--- config.mk ---
export PLATFORM = sky130hd
export DESIGN_NAME = gpio_mask_port
export DESIGN_NICKNAME = d
export VERILOG_FILES = /design/src/rtl/gpio_mask_pkg.sv /design/src/rtl/gpio_pad_sync.sv /design/src/rtl/gpio_addr_decode.sv /design/src/rtl/gpio_pin_regs.sv /design/src/rtl/gpio_mask_port.sv
export SDC_FILE = /design/constraint.sdc
export NUM_CORES = 1
export LEC_CHECK = 0
export ABC_AREA = 1
export BUFFER_PORTS_ARGS = -buffer_cell sky130_fd_sc_hd__buf_2
export CORE_ASPECT_RATIO = 2
export CORE_MARGIN = 3
export CORE_UTILIZATION = 45
export CTS_BUF_LIST = sky130_fd_sc_hd__clkbuf_4 sky130_fd_sc_hd__clkbuf_8
export CTS_CLUSTER_DIAMETER = 100
export DETAILED_ROUTE_END_ITERATION = 10
export PLACE_DENSITY = 0.83
export SYNTH_ARGS = -nofsm -noshare
export SYNTH_HDL_FRONTEND = slang
export SYNTH_SLANG_ARGS = --single-unit
export TNS_END_PERCENT = 1
--- constraint.sdc ---
create_clock -name clk -period 0.8 [get_ports clk]
set_clock_uncertainty 0.05 [all_clocks]
set_input_delay 0.12 -clock clk [delete_from_list [all_inputs] [get_ports clk]]
set_output_delay 0.12 -clock clk [all_outputs]
set_load 0.02 [all_outputs]
--- src/rtl/gpio_mask_pkg.sv ---
package gpio_mask_pkg;
  localparam int unsigned PIN_COUNT  = 8;
  localparam int unsigned BUS_AW     = 12;
  localparam int unsigned MASK_SHIFT = 2;
  localparam logic [BUS_AW-1:0] DIR_OFFSET = 12'h400;

  typedef logic [PIN_COUNT-1:0] pin_vec_t;
  typedef logic [BUS_AW-1:0]    bus_addr_t;

  typedef enum logic [1:0] {
    SPACE_DATA = 2'd0,
    SPACE_DIR  = 2'd1,
    SPACE_NONE = 2'd2
  } space_e;
endpackage

--- src/rtl/gpio_pad_sync.sv ---
module gpio_pad_sync #(
  parameter int unsigned WIDTH = 8
) (
  input  logic             clk,
  input  logic             rst_n,
  input  logic [WIDTH-1:0] async_in,
  output logic [WIDTH-1:0] sync_out
);
  logic [WIDTH-1:0] meta_q;
  logic [WIDTH-1:0] stable_q;

  always_ff @(posedge clk) begin
    if (!rst_n) begin
      meta_q   <= '0;
      stable_q <= '0;
    end else begin
      meta_q   <= async_in;
      stable_q <= meta_q;
    end
  end

  assign sync_out = stable_q;

  logic [1:0] warm_q;
  always_ff @(posedge clk) begin
    if (!rst_n)          warm_q <= '0;
    else if (warm_q != 2'd3) warm_q <= warm_q + 2'd1;
  end

  assert_two_edge_latency_R7: assert property (@(posedge clk) disable iff (!rst_n)
    (warm_q >= 2'd2) |-> (sync_out == $past(async_in, 2)));
endmodule

--- src/rtl/gpio_addr_decode.sv ---
module gpio_addr_decode
  import gpio_mask_pkg::*;
(
  input  bus_addr_t addr,
  output space_e    space,
  output pin_vec_t  lane_mask
);
  always_comb begin
    if (addr < DIR_OFFSET)       space = SPACE_DATA;
    else if (addr == DIR_OFFSET) space = SPACE_DIR;
    else                         space = SPACE_NONE;
  end

  for (genvar g = 0; g < PIN_COUNT; g++) begin : g_lane
    assign lane_mask[g] = (space == SPACE_DATA) && addr[g + MASK_SHIFT];
  end
endmodule

--- src/rtl/gpio_pin_regs.sv ---
module gpio_pin_regs
  import gpio_mask_pkg::*;
(
  input  logic     clk,
  input  logic     rst_n,
  input  logic     wr,
  input  space_e   space,
  input  pin_vec_t lane_mask,
  input  pin_vec_t wdata,
  output pin_vec_t dir_q,
  output pin_vec_t out_q
);
  pin_vec_t write_lanes;
  assign write_lanes = lane_mask & dir_q;

  always_ff @(posedge clk) begin
    if (!rst_n) begin
      dir_q <= '0;
    end else if (wr && space == SPACE_DIR) begin
      dir_q <= wdata;
    end
  end

  for (genvar g = 0; g < PIN_COUNT; g++) begin : g_bit
    always_ff @(posedge clk) begin
      if (!rst_n)
        out_q[g] <= 1'b0;
      else if (wr && space == SPACE_DATA && write_lanes[g])
        out_q[g] <= wdata[g];
    end
  end

  assert_dir_load_R2: assert property (@(posedge clk) disable iff (!rst_n)
    (wr && space == SPACE_DIR) |=> (dir_q == $past(wdata)));

  assert_out_hold_R3: assert property (@(posedge clk) disable iff (!rst_n)
    !(wr && space == SPACE_DATA) |=> $stable(out_q));

  assert_unmapped_ignored_R8: assert property (@(posedge clk) disable iff (!rst_n)
    (wr && space == SPACE_NONE) |=> ($stable(dir_q) && $stable(out_q)));
endmodule

--- src/rtl/gpio_mask_port.sv ---
module gpio_mask_port
  import gpio_mask_pkg::*;
(
  input  logic        clk,
  input  logic        rst_n,
  input  logic [11:0] bus_addr,
  input  logic        bus_wr,
  input  logic [7:0]  bus_wdata,
  output logic [7:0]  bus_rdata,
  input  logic [7:0]  pad_in,
  output logic [7:0]  pad_oe,
  output logic [7:0]  pad_out
);
  space_e   space;
  pin_vec_t lane_mask;
  pin_vec_t dir_q;
  pin_vec_t out_q;
  pin_vec_t pad_sync;
  pin_vec_t pin_view;

  gpio_addr_decode u_decode (
    .addr      (bus_addr),
    .space     (space),
    .lane_mask (lane_mask)
  );

  gpio_pin_regs u_regs (
    .clk       (clk),
    .rst_n     (rst_n),
    .wr        (bus_wr),
    .space     (space),
    .lane_mask (lane_mask),
    .wdata     (bus_wdata),
    .dir_q     (dir_q),
    .out_q     (out_q)
  );

  gpio_pad_sync #(.WIDTH(PIN_COUNT)) u_sync (
    .clk      (clk),
    .rst_n    (rst_n),
    .async_in (pad_in),
    .sync_out (pad_sync)
  );

  assign pin_view = (out_q & dir_q) | (pad_sync & ~dir_q);

  always_comb begin
    unique case (space)
      SPACE_DATA: bus_rdata = pin_view & lane_mask;
      SPACE_DIR:  bus_rdata = dir_q;
      default:    bus_rdata = '0;
    endcase
  end

  assign pad_oe  = dir_q;
  assign pad_out = out_q;

  assert_input_write_dropped_R4: assert property (@(posedge clk) disable iff (!rst_n)
    bus_wr |=> (((pad_out ^ $past(pad_out)) & ~$past(pad_oe)) == 8'h00));

  assert_masked_lanes_zero_R5: assert property (@(posedge clk) disable iff (!rst_n)
    (bus_addr < 12'h400) |-> ((bus_rdata & ~lane_mask) == 8'h00));

  assert_unmapped_reads_zero_R8: assert property (@(posedge clk) disable iff (!rst_n)
    (bus_addr > 12'h400) |-> (bus_rdata == 8'h00));
endmodule

==> summary.md <==
| Metric | Value |
|---|---|
| First-pass GRT wire length | `7560 µm` |
| Power per cell area | `1290 mW/mm²` |
| Routed WL per cell | `16.7 µm` |
| H-tree depth | `2` |
| Critical Setup Path Class | `reg2out` |
| Port Buffers | `54` |
| Die H | `86.3 µm` |
| Final hold vios | `0` |
| Clock transition at path regs | `70 ps` |
| Final number of setup-violating endpoints | `40` |
| Crit-path cells | `o21ai_1 > o22ai_4 > buf_6` |
| Tot Pwr | `3.42 mW` |
| Synth Area in Adders | `0%` |
| R2R Setup Slk | `-250 ps` |
| Slew HR | `78.7%` |
| WP data arrival | `1150 ps` |
| DIE AREA | `0.00398 mm²` |
| Avg Inst Size Synth | `6.78 µm²` |
| Vias per inst | `5.23` |
| Post-synthesis mux area share | `0%` |
| Leakage | `1.32 nW` |
| Core footprint | `0.00301 mm²` |
| CTS Buf Count | `5` |
| Share of cells above drive strength 1 | `47.6%` |
| Antenna-violating nets left | `0` |
| Final period util | `165%` |
| FILL cells | `153` |
| Non-filler instance count after layout | `345` |
| # DRC | `0` |
| Req. time, crit path | `630 ps` |
| Family with the most delay on the worst path | `compound AO/OA/AOI/OAI gates` |
| GR Util All Layers | `26.2%` |
| Area delta synth->final | `82.5%` |
| TNS Setup | `-11,380 ps` |
| GPL Wtd Cong | `0.833` |
| Root buffer cell | `clkbuf_8` |
| First DRT Iteration DRCs | `40` |
| Total clock sinks | `32` |
| Worst-Margin Slew | `319 ps` |
| Max-cap violations | `0` |
| RSZ-0062 raised after global routing | `true` |
| Pre-antenna DRT Iters | `4` |
| Hold Slack | `19.0 ps` |
| Slowest CP cell | `dfxtp_2` |
| Post-Syn Area | `0.00145 mm²` |
| Chip Width | `46.2 µm` |
| Final WS setup | `-520 ps` |
| Final Util | `87.9%` |
| Min cycle time layout | `1320 ps` |
| Most common cell after layout, fill and taps aside | `nand2_1` |
| XOR/XNOR Fraction of Synth Area | `0%` |
| Final wirelength | `5760 µm` |
| Place WS | `-474 ps` |
| Hold crit path type | `in2reg` |
| Outcome | `finished with violations` |
| CTS tree | `done` |
| Dpl cells | `324` |
| Setup crit end kind | `output port` |
| Synth Warn # | `0` |
| CP Max Fanout | `3` |
| Max Clk Rate | `757 MHz` |
| Simple-Gate Fraction of Synth Area | `32.6%` |
| Site Rows | `28` |
| Worst-skew pair later-pin latency | `290 ps` |
| Initial antenna violation count | `0` |
| Hpwl dp | `2880 µm` |
| Initial core utilization | `48.2%` |
| Critical path buffer and inverter count | `1` |
| Seq cells post-synth | `32` |
| Largest family of logic cells by synthesized area | `simple AND/OR/NAND/NOR gates` |
| Post-Syn Instances | `214` |
| Clock Tree Buf Depth | `2` |
| Ant. Diodes | `0` |
| Final net count | `345` |
| # IOs | `55` |
| CP max stage delay | `330 ps` |
| Area after DPL | `0.00211 mm²` |
| Failing checks | `negative setup slack` |
| Vias in the first global route | `1,728` |
| Setup crit start kind | `flip-flop` |
| Via Count | `1,806` |
| Fin. max-slew vios | `0` |
| Largest net degree at the start of global routing | `23` |
| Post-Syn Nets | `245` |
| Synth Area in Compound Gates | `8.28%` |
| Register area share after synthesis | `44.1%` |
| Synth cell types | `16` |
| Commonest cells after routing, fill and taps aside | `nand2_1 (53), inv_1 (47), buf_2 (32)` |
| Worst ir drop on vdd | `0.00142 V` |
| GR Overflow Total | `0` |
| Design Area, Final | `0.00265 mm²` |
## what timing repair did
action	in CTS	in global routing
pin swaps	8	8
setup endpoints to repair	40	40
gates resized for setup	78	22
hold buffers	8	0
setup buffers	1	4
endpoints found under the hold margin	8	0
## worst register-to-register path: cells and delay by family, from the launching register on
family / cells / cell delay (ps)
flops: 1 / 400
buf+inv: 2 / 160
simple gates: 2 / 340
## cells in the mapped netlist
master | number | area, µm²
inv_1 | 53 | 199
nand2_2 | 1 | 6.26
dfxtp_1 | 32 | 641
nand2_1 | 59 | 221
clkbuf_1 | 2 | 7.51
o2111ai_1 | 7 | 61.3
o21ai_0 | 9 | 45.0
a21boi_0 | 1 | 7.51
nand4_1 | 9 | 56.3
nand3_1 | 8 | 40.0
o22ai_1 | 1 | 6.26
buf_4 | 1 | 7.51
nor2_4 | 3 | 33.8
buf_1 | 1 | 3.75
nor2_1 | 26 | 97.6
nand3_4 | 1 | 17.5
## cell families after synthesis
kind of cell           count (synthesis)
AO/OA/AOI/OAI                         18
flip-flops                            32
AND/OR/NAND/NOR                      107
buffers and inverters                 57
## worst paths after layout
kind,startpoint,endpoint,cells past startpoint
max,u_regs.dir_q[3],bus_rdata[3],3
min,bus_wdata[5],u_regs.out_q[5],3
max reg2reg,u_regs.dir_q[0],u_regs.dir_q[0],4
min reg2reg,u_sync.meta_q[3],u_sync.sync_out[3],2
## flip-flops by register name, indices dropped and copies added (netlist names)
signal,flops
u_sync.sync_out,8
u_sync.meta_q,8
u_regs.out_q,8
u_regs.dir_q,8
## area by class of cell
type | count | area [µm²] | share of cell area [%]
multi-input cells | 125 | 826 | 31.2
repair buffers | 97 | 810 | 30.6
flip-flops and latches | 32 | 676 | 25.5
inverters | 53 | 203 | 7.65
clock buffers | 8 | 97.6 | 3.68
well taps | 30 | 37.5 | 1.42
## metal layers
| metal | GRT usage (%) | part of all wire, % |
|---|---|---|
| met1 | 27.8 | 35 |
| met3 | 4.99 | 6.3 |
| met5 | 0 | 0 |
| met2 | 45.2 | 55 |
| met4 | 14.8 | 3.6 |
## power by group
group,total (mW),internal [mW],leakage [nW],switching (mW)
clock,1.39,0.769,0.0523,0.621
sequential,1.63,1.61,0.271,0.0154
combinational,0.409,0.190,1.00,0.219
No activity file was read; power rests on OpenSTA's default activity.
